==> src/rtl/fault_addr_pkg.sv <==
package fault_addr_pkg;
  localparam int unsigned REG_W = 64;
  localparam int unsigned PA_W  = 56;
  localparam int unsigned EC_W  = 6;
  localparam logic [EC_W-1:0] EC_SYSREG = 6'h18;

  typedef enum logic [1:0] {LVL0 = 2'd0, LVL1 = 2'd1, LVL2 = 2'd2, LVL3 = 2'd3} lvl_e;

  typedef struct packed {
    logic undef;
    logic trap;
    lvl_e tgt;
  } verdict_t;
endpackage

==> src/rtl/fault_addr_access.sv <==
module fault_addr_access
  import fault_addr_pkg::*;
(
  input  logic     clk,
  input  logic     rst_n,
  input  logic     acc_valid,
  input  lvl_e     acc_el,
  input  logic     cfg_nv,
  input  logic     cfg_el2_en,
  input  logic     cfg_el3_present,
  input  logic     cfg_el3_acc_en,
  input  logic     cfg_halted,
  input  logic     cfg_sdd,
  output verdict_t verdict
);
  always_comb begin
    verdict = '0;
    if (acc_valid) begin
      unique case (acc_el)
        LVL0: verdict.undef = 1'b1;
        LVL1: begin
          if (cfg_el2_en && cfg_nv) begin
            verdict.trap = 1'b1;
            verdict.tgt  = LVL2;
          end else begin
            verdict.undef = 1'b1;
          end
        end
        LVL2: begin
          if (cfg_el3_present && !cfg_el3_acc_en) begin
            if (cfg_halted && cfg_sdd) begin
              verdict.undef = 1'b1;
            end else begin
              verdict.trap = 1'b1;
              verdict.tgt  = LVL3;
            end
          end
        end
        default: ;
      endcase
    end
  end

  a_r5_el0_undef: assert property (@(posedge clk) disable iff (!rst_n)
    (acc_valid && acc_el == LVL0) |-> (verdict.undef && !verdict.trap));
  a_r8_el3_ok: assert property (@(posedge clk) disable iff (!rst_n)
    (acc_valid && acc_el == LVL3) |-> (!verdict.undef && !verdict.trap));
  a_r11_exclusive: assert property (@(posedge clk) disable iff (!rst_n)
    !(verdict.undef && verdict.trap));
  a_r11_idle_quiet: assert property (@(posedge clk) disable iff (!rst_n)
    !acc_valid |-> (!verdict.undef && !verdict.trap));
endmodule

==> src/rtl/fault_addr_fmt.sv <==
module fault_addr_fmt
  import fault_addr_pkg::*;
#(
  parameter int unsigned ALIGN_LOG2 = 0,
  parameter bit          REALM_EN   = 1'b1
) (
  input  logic [PA_W-1:0]  pa,
  input  logic             ns,
  input  logic             nse,
  input  logic [1:0]       pa_width,
  input  logic             el3_present,
  output logic [REG_W-1:0] word
);
  localparam logic [PA_W-1:0] ALIGN_MASK = ~((PA_W'(1) << ALIGN_LOG2) - PA_W'(1));

  logic [PA_W-1:0] pa_al;
  logic            ns_k;
  logic            nse_k;

  generate
    if (REALM_EN) begin : g_realm
      assign nse_k = nse;
      assign ns_k  = ns;
    end else begin : g_norealm
      assign nse_k = 1'b0;
      assign ns_k  = ns & el3_present;
    end
  endgenerate

  always_comb begin
    pa_al = pa & ALIGN_MASK;
    if (!pa_width[1]) pa_al[55:52] = 4'h0;
    if (pa_width == 2'd0) pa_al[51:48] = 4'h0;
    word = {ns_k, nse_k, 6'b0, pa_al};
  end
endmodule

==> src/rtl/fault_addr_reg.sv <==
module fault_addr_reg
  import fault_addr_pkg::*;
#(
  parameter int unsigned GRANULE_LOG2 = 6,
  parameter bit          REALM_EN     = 1'b1
) (
  input  logic        clk,
  input  logic        rst_n,
  input  logic        cap_valid,
  input  logic [55:0] cap_addr,
  input  logic        cap_ns,
  input  logic        cap_nse,
  input  logic        acc_valid,
  input  logic [1:0]  acc_el,
  input  logic        acc_write,
  input  logic [63:0] acc_wdata,
  input  logic        cfg_nv,
  input  logic        cfg_el2_en,
  input  logic        cfg_el3_present,
  input  logic        cfg_el3_acc_en,
  input  logic        cfg_halted,
  input  logic        cfg_sdd,
  input  logic [1:0]  cfg_pa_width,
  output logic [63:0] rd_data,
  output logic        undef,
  output logic        trap,
  output logic [1:0]  trap_el,
  output logic [5:0]  trap_ec
);
  verdict_t         verdict;
  logic [REG_W-1:0] cap_word;
  logic [REG_W-1:0] wr_word;
  logic [REG_W-1:0] store_q;
  logic             vld_q;
  logic             granted;
  logic             wr_take;

  fault_addr_access u_access (
    .clk             (clk),
    .rst_n           (rst_n),
    .acc_valid       (acc_valid),
    .acc_el          (lvl_e'(acc_el)),
    .cfg_nv          (cfg_nv),
    .cfg_el2_en      (cfg_el2_en),
    .cfg_el3_present (cfg_el3_present),
    .cfg_el3_acc_en  (cfg_el3_acc_en),
    .cfg_halted      (cfg_halted),
    .cfg_sdd         (cfg_sdd),
    .verdict         (verdict)
  );

  fault_addr_fmt #(.ALIGN_LOG2(GRANULE_LOG2), .REALM_EN(REALM_EN)) u_cap_fmt (
    .pa          (cap_addr),
    .ns          (cap_ns),
    .nse         (cap_nse),
    .pa_width    (cfg_pa_width),
    .el3_present (cfg_el3_present),
    .word        (cap_word)
  );

  fault_addr_fmt #(.ALIGN_LOG2(0), .REALM_EN(REALM_EN)) u_wr_fmt (
    .pa          (acc_wdata[PA_W-1:0]),
    .ns          (acc_wdata[63]),
    .nse         (acc_wdata[62]),
    .pa_width    (cfg_pa_width),
    .el3_present (cfg_el3_present),
    .word        (wr_word)
  );

  assign granted = acc_valid && !verdict.undef && !verdict.trap;
  assign wr_take = granted && acc_write && !cap_valid;

  always_ff @(posedge clk or negedge rst_n) begin
    if (!rst_n) begin
      store_q <= '0;
      vld_q   <= 1'b0;
    end else if (cap_valid) begin
      store_q <= cap_word;
      vld_q   <= 1'b1;
    end else if (wr_take) begin
      store_q <= wr_word;
      vld_q   <= 1'b1;
    end
  end

  assign rd_data = (granted && !acc_write && vld_q) ? store_q : '0;
  assign undef   = verdict.undef;
  assign trap    = verdict.trap;
  assign trap_el = verdict.trap ? verdict.tgt : 2'd0;
  assign trap_ec = verdict.trap ? EC_SYSREG : '0;

  a_r3_res0: assert property (@(posedge clk) disable iff (!rst_n)
    store_q[61:56] == 6'b0);
  a_r1_invalid_reads_zero: assert property (@(posedge clk) disable iff (!rst_n)
    !vld_q |-> rd_data == '0);
  a_r2_capture_sets_valid: assert property (@(posedge clk) disable iff (!rst_n)
    cap_valid |=> vld_q);
  a_r9_denied_write_holds: assert property (@(posedge clk) disable iff (!rst_n)
    (acc_valid && acc_write && (undef || trap) && !cap_valid) |=> $stable(store_q));
  a_r6_trap_class: assert property (@(posedge clk) disable iff (!rst_n)
    trap |-> (trap_ec == 6'h18 && trap_el >= 2'd2));
endmodule

==> config.mk <==
export PLATFORM = sky130hd
export DESIGN_NAME = fault_addr_reg
export DESIGN_NICKNAME = d
export VERILOG_FILES = /design/src/rtl/fault_addr_pkg.sv /design/src/rtl/fault_addr_access.sv /design/src/rtl/fault_addr_fmt.sv /design/src/rtl/fault_addr_reg.sv
export SDC_FILE = /design/constraint.sdc
export NUM_CORES = 1
export LEC_CHECK = 0
export ABC_AREA = 1
export BUFFER_PORTS_ARGS = -buffer_cell sky130_fd_sc_hd__buf_2
export CORE_MARGIN = 10
export CORE_UTILIZATION = 30
export CTS_BUF_LIST = sky130_fd_sc_hd__clkbuf_8
export CTS_CLUSTER_DIAMETER = 40
export DETAILED_ROUTE_END_ITERATION = 10
export PLACE_DENSITY_LB_ADDON = 0.05
export SYNTH_ARGS = -nofsm -noshare
export SYNTH_HDL_FRONTEND = slang
export SYNTH_SLANG_ARGS = --single-unit
==> constraint.sdc <==
create_clock -name clk -period 5.5 [get_ports clk]
set_input_delay 1.1 -clock clk [delete_from_list [all_inputs] [get_ports clk]]
set_output_delay 1.1 -clock clk [all_outputs]
set_load 0.02 [all_outputs]
==> key figures, run 1 <==
Clock network
  – Clock latency at the later pin of the worst-skew pair: 0.33 ns
  – Total CTS buffers: 9
  – CTS tree: yes
  – Hold_buf cts: 0
  – Setup Fix Bufs, Post-CTS: 0
  – Clk sinks: 59
  – Reg clk slew, reported paths: 0.07 ns
  – CTS Buffer Depth: 2
  – Root Buffer: clkbuf_8
  – H-tree depth: 3
  – CTS resizes: 0

Synth
  – Register area share after synthesis: 39.10%
  – Post-synth ARST share: 100.0%
  – Post-Synthesis Cells: 605
  – Post-synth cell types: 19
  – Syn Area/Cell: 6.242 sq um
  – Number of synthesized flops with an enable pin: 0
  – Synth area leader: dfrtp_1
  – FF+latch count, synth: 59
  – Share of Yosys cell area claimed by the top area cell type: 39.10%
  – Synth Flop Type: dfrtp_1
  – Top cells by area, synth: dfrtp_1 (39%), nand2_1 (25%), nor2_1 (8.5%)
  – Syn. warnings: 0
  – Syn Std Cell Area: 3776 sq um

Global route
  – Initial antenna violation count: 0
  – Vias in the first global route: 4155
  – Pin count of the biggest net entering global routing: 113
  – First-pass GRT wire length: 20420 microns
  – Total grt overflow: 0
  – All-Layer GR Usage: 13.88%

Routing
  – Drt first pass iters: 4
  – # DRC: 0
  – Vias/cell: 4.239
  – WL/cell: 13.33 microns
  – Post-route ant nets: 0
  – Vias: 3993
  – Initial detailed-routing violation count: 206
  – DRT Wirelength: 12560 microns

Power and ir drop
  – VDD IR max: 0.0001040 V
  – Pwr/cell area: 233.0 nW/um^2
  – LEAKAGE: 3.151 nW
  – Power Total: 0.001142 W

Setup path
  – WS Path Type: in2out
  – Largest fanout on the critical path: 31
  – Critical-path top delay cell: ha_1
  – WP buf/inv: 4
  – Crit end category: output pin
  – Worst path max stage delay: 0.29 ns
  – Reg2reg start: store_q[62]
  – Required time worst endpoint: 4.40 ns
  – CP Launch Point: acc_el[0]
  – CP delay by family, top: simple AND/OR/NAND/NOR gates
  – Crit start category: primary input
  – Crit path DAT: 2.70 ns
  – Worst path cell trace: buf_2 > inv_1 > ha_1 > nand2_1 > nor2_1 > nand2_1 > nand2_2 > nor2_2 > nand3_2 > buf_4 > nor2_1 > buf_2

Placed design
  – DP HPWL: 8679 microns
  – # port buffers: 188
  – Placed cells: 926
  – GP Congestion: 0.7093

Die
  – Initial Utilization: 31.05%
  – DIE HEIGHT: 132.2 microns
  – Core area: 12160 sq um
  – DIE WIDTH: 132.2 microns
  – Area of the die: 17470 sq um
  – Std-Cell Rows: 40
  – I/O pins: 211

STA
  – Setup violators final: 0
  – Hold violation total from the final report: 0
  – WHS: 0.4696 ns
  – RSZ-0062 raised after global routing: no
  – Fin crit share: 69.13%
  – Rel. slew slack: 21.08%
  – Pins Over Slew Limit: 0
  – Post-route minimum period: 3.802 ns
  – Setup Skew: 0 ns
  – Slew at the pin closest to its max-slew limit: 1.180 ns
  – Maximum clock rate: 0.2630 GHz
  – Final setup TNS: 0 ns

Final layout
  – Multi-input logic area: 1765 sq um
  – Fraction of layout cells with a size suffix above 1: 28.04%
  – P&R area growth vs syn: 29.75%
  – Ant diodes: 0
  – Fillers: 1383
  – Net count, final: 910
  – Sequential cell area: 1476 sq um
  – Finished Layout Cells: 942

Job
  – Max Cap Viol: 0

Hold path
  – Min-Delay Startpoint: vld_q
  – HP Class: reg2reg

Run status
  – Outcome: finished clean
-- metrics by stage --
stage          setup WS, ns  cell area (sq um)  utilization, %
2_1_floorplan         1.825               3810               -
3_3_place_gp          1.569               4721           38.82
3_5_place_dp          1.474               4721           38.82
4_1_cts               1.688               4900           40.29
5_1_grt               1.515               4900           40.29
6_report              1.698               4900           40.29
-- layout by cell type (no fill, tap or decap) --
cell,instances
nand3_1,60
inv_1,74
o21bai_2,1
nand2_2,2
nand2_1,255
conb_1,10
buf_2,188
ha_1,4
buf_4,6
nand3b_1,1
dfrtp_1,59
clkinvlp_4,1
clkbuf_8,11
o21ai_0,4
nor2_2,1
nor3_1,4
nor2_1,86
nand3_2,2
clkinv_2,5
-- metal layers --
| metal | vias to the layer above | track usage, % | part of all wire, % |
|---|---|---|---|
| met5 | - | 0 | 0 |
| met4 | 0 | 4.034 | 1.1 |
| met3 | 11 | 5.107 | 7.9 |
| met2 | 124 | 22.43 | 44 |
| met1 | 1768 | 16.84 | 47 |
| li1 | 2090 | - | - |
-- registers in the layout, summed over array words and instances (netlist names) --
register	cells
store_q	58
vld_q	1
-- power breakdown --
group	total (W)	internal (W)	switching [W]	leakage, nW
logic	0.000275	0.000101	0.000173	2.33
registers	0.000509	0.000484	0.0000253	0.730
clock network	0.000358	0.000185	0.000173	0.0949
-- worst paths after layout --
path | endpoint | slack [ns] | cells past startpoint
setup / recovery | rd_data[15] | 1.70 | 12
hold / removal | vld_q | 0.47 | 2
setup reg to reg | store_q[62] | 4.84 | 2
hold reg to reg | vld_q | 0.47 | 2
max in group asynchronous | store_q[14] | 4.06 | 2
min in group asynchronous | store_q[17] | 0.92 | 2
-- synthesized netlist by cell type, types with 2 or more instances --
library cell,number
o21ai_0,4
nand3_1,61
buf_2,11
nand2_2,2
nor2_1,86
nand2_1,255
buf_1,2
nor3_1,4
clkbuf_1,18
inv_1,75
buf_4,14
buf_6,5
dfrtp_1,59
ha_1,4
-- worst min-delay path: stages, from the launching register on --
cell	delay, ns
dfrtp_1	0.32
inv_1	0.05
nand3_1	0.07
-- layout make-up --
class	instances	area share, %
Clock buffer	11	3.090
Tap cell	168	4.290
Sequential cell	59	30.13
Inverter	75	5.771
Timing Repair Buffer	194	20.12
Multi-Input combinational cell	430	36.03
Clock inverter	5	0.5618
-- cells by family (layout without fill, tap and decap cells) --
kind of cell	count (synthesis)	count (layout)	share of synthesized area, %
buffers and inverters	125	285	15.18
other	1	10	0.09931
AND/OR/NAND/NOR	411	411	43.47
flip-flops	59	59	39.10
AO/OA/AOI/OAI	5	5	0.8284
adder cells (fa/ha/maj)	4	4	1.325
(Power assumes the default switching activity.)
==> run 2, diff against run 1 <==
--- a/config.mk
+++ b/config.mk
@@ -5,7 +5,7 @@
 export SDC_FILE = /design/constraint.sdc
 export NUM_CORES = 1
 export LEC_CHECK = 0
-export ABC_AREA = 1
+export ABC_AREA = 0
 export BUFFER_PORTS_ARGS = -buffer_cell sky130_fd_sc_hd__buf_2
 export CORE_MARGIN = 10
 export CORE_UTILIZATION = 30
==> constraint.sdc (replaced) <==
create_clock -name clk -period 3.3 [get_ports clk]
set_input_delay 0.66 -clock clk [delete_from_list [all_inputs] [get_ports clk]]
set_output_delay 0.66 -clock clk [all_outputs]
set_load 0.02 [all_outputs]
==> key figures, run 2 <==
Setup path
  – Crit path DAT: 2.45 ns
  – Worst path cell trace: buf_2 > inv_1 > ha_1 > nand2_1 > nor3_1 > nor4_4 > buf_4 > and2_1 > buf_2
  – WP buf/inv: 4
  – Worst R2R End: store_q[17]
  – FF-to-FF path depth: 2
  – Reg2reg start: store_q[17]
  – Largest fanout on the critical path: 30
  – Required time worst endpoint: 2.64 ns
  – Crit end category: output pin
  – Critical-path top delay cell: nor3_1
  – Top cell by count, worst path: buf_2
  – CP delay by family, top: simple AND/OR/NAND/NOR gates
  – WS Path Type: in2out
  – Worst path max stage delay: 0.46 ns
  – Crit start category: primary input
  – Reg2reg setup slack: 2.33 ns

Clock network
  – Clock latency at the later pin of the worst-skew pair: 0.33 ns
  – Clk sinks: 59
  – H-tree depth: 3
  – Setup Fix Bufs, Post-CTS: 0
  – Hold_buf cts: 0
  – Root Buffer: clkbuf_8
  – CTS Buffer Depth: 2
  – CTS resizes: 0
  – Total CTS buffers: 9
  – Reg clk slew, reported paths: 0.07 ns
  – CTS tree: yes

Die
  – DIE HEIGHT: 133.8 microns
  – I/O pins: 211
  – Area of the die: 17910 sq um
  – DIE WIDTH: 133.8 microns
  – Core area: 12670 sq um
  – Std-Cell Rows: 41
  – Initial Utilization: 30.67%

Global route
  – Vias in the first global route: 4480
  – Total grt overflow: 0
  – Pin count of the biggest net entering global routing: 68
  – Initial antenna violation count: 0
  – Global routing's busiest layer: met2
  – M1 GR Usage: 19.61%
  – First-pass GRT wire length: 23390 microns
  – GR Util met3: 5.228%
  – Routing usage on met2: 26.32%
  – All-Layer GR Usage: 15.83%

Placed design
  – GP Congestion: 0.7914
  – # port buffers: 188
  – DP HPWL: 9972 microns

Synth
  – Share of Yosys cell area claimed by the top area cell type: 37.99%
  – Post-synth cell types: 34
  – Syn Std Cell Area: 3886 sq um
  – Most common library cells after synthesis: and2_1 (61), dfrtp_1 (59), nand2_1 (56), nor2b_1 (47)
  – Synth Flop Type: dfrtp_1
  – Top-count cell post-synth: and2_1
  – Register area share after synthesis: 37.99%
  – Post-Synthesis Cells: 438
  – Syn. warnings: 0
  – Synth area leader: dfrtp_1
  – Syn Area/Cell: 8.873 sq um
  – Top cells by area, synth: dfrtp_1 (38%), a221o_1 (11%), and2_1 (9.8%)
  – Number of synthesized flops with an enable pin: 0
  – FF+latch count, synth: 59
  – Post-synth ARST share: 100.0%

STA
  – Setup Skew: 0 ns
  – Hold violation total from the final report: 0
  – Setup violators final: 0
  – Post-route minimum period: 3.112 ns
  – WHS: 0.2524 ns
  – Maximum clock rate: 0.3213 GHz
  – Final setup TNS: 0 ns
  – Rel. slew slack: 34.02%
  – Slew at the pin closest to its max-slew limit: 0.9882 ns
  – RSZ-0062 raised after global routing: no
  – Fin crit share: 94.31%
  – Pins Over Slew Limit: 0

Job
  – Max Cap Viol: 0

Final layout
  – Net count, final: 741
  – Most common cell after layout, fill and taps aside: buf_2
  – Largest Register: store_q
  – Fraction of layout cells with a size suffix above 1: 37.15%
  – Largest regs: store_q: 58 flops, vld_q: 1 flops
  – P&R area growth vs syn: 31.13%
  – Max FFs per register: 58
  – Commonest cells after routing, fill and taps aside: buf_2 (187), and2_1 (61), dfrtp_1 (59)

Routing
  – Drt first pass iters: 4
  – # DRC: 0
  – Post-route ant nets: 0
  – Initial detailed-routing violation count: 260
  – DRT Wirelength: 14770 microns
  – WL/cell: 19.00 microns
  – Vias/cell: 5.054
  – Vias: 3927

Power and ir drop
  – Combinational share of power: 24.3%
  – LEAKAGE: 2.483 nW
  – P_sw: 0.0006028 W
  – Internal cell power: 0.001333 W
  – VDD IR max: 0.0001682 V
  – Clock power frac: 33.3%
  – Flop pwr share: 42.4%
  – Sw Share: 31.14%
  – Pwr/cell area: 379.9 nW/um^2

Hold path
  – HP Class: in2async

Run status
  – Outcome: finished clean
==> run 2: cell count changes in the layout (fill, tap and decap cells not counted), moves of 8 or more <==
cell      previous run  this run
a221o_1              0        44
and2_1               0        61
inv_1               74         2
nand2_1            255        56
nand3_1             60         8
nor2_1              86         2
nor2b_1              0        47
nor4_1               0        44
o211ai_1             0         8
o311ai_1             0         9
==> run 2: cell families (layout without fill, tap and decap cells) <==
logic type / after synthesis / count (layout) / synth area share (%)
DFF: 59 / 59 / 37.99
other: 1 / 12 / 0.09649
buffers and inverters: 62 / 218 / 8.113
AOI/OAI and AO/OA: 79 / 79 / 18.32
adders and majority gates: 4 / 4 / 1.288
and+or+nand+nor: 233 / 233 / 34.19
==> run 2: stage by stage <==
step	cells	area, sq um	utilization (%)	power, W	worst slack (ns)
detailed placement	761	4911	38.76	0.001308	0.1666
CTS	775	5091	40.18	0.001963	0.1621
floorplan	447	3920	-	0.001123	0.2526
global route	775	5091	40.18	0.002044	0.02013
finish	777	5096	40.22	0.001936	0.1877
global placement	761	4911	38.76	0.001306	0.1529
==> run 2: layer usage <==
metal | part of all wire, % | vias up
li1 | - | 1903
met1 | 43 | 1878
met2 | 48 | 137
met3 | 8.1 | 9
met4 | 0.98 | 0
met5 | 0 | -
==> run 2: power by group through the flow <==
stage / clock, W / combinational [W] / sequential, W
4_1_cts: 0.000665 / 0.000476 / 0.000821
2_1_floorplan: 0 / 0.000298 / 0.000825
3_5_place_dp: 0 / 0.000474 / 0.000834
5_1_grt: 0.000694 / 0.000519 / 0.000831
3_3_place_gp: 0 / 0.000474 / 0.000832
6_report: 0.000644 / 0.000470 / 0.000822
==> run 2: how the worst max path moves through the flow <==
| stage | from | endpoint | slack, ns | cells past startpoint |
|---|---|---|---|---|
| 3_5_place_dp | acc_el[0] | rd_data[47] | 0.17 | 9 |
| 2_1_floorplan | acc_el[0] | rd_data[37] | 0.25 | 8 |
| 6_report | acc_el[1] | rd_data[47] | 0.19 | 9 |
| 5_1_grt | acc_el[0] | rd_data[62] | 0.02 | 9 |
| 3_3_place_gp | acc_el[0] | rd_data[47] | 0.15 | 9 |
| 4_1_cts | acc_el[0] | rd_data[47] | 0.16 | 9 |
==> run 2: cell type report <==
cell class,count,area [sq um]
Antenna cell,2,5.005
Clock buffer,9,123.9
Clock inverter,5,56.30
Fill cell,1380,7575
Inverter,3,11.26
Multi-Input combinational cell,326,2155
Sequential cell,59,1476
Tap cell,172,215.2
Timing Repair Buffer,201,1054
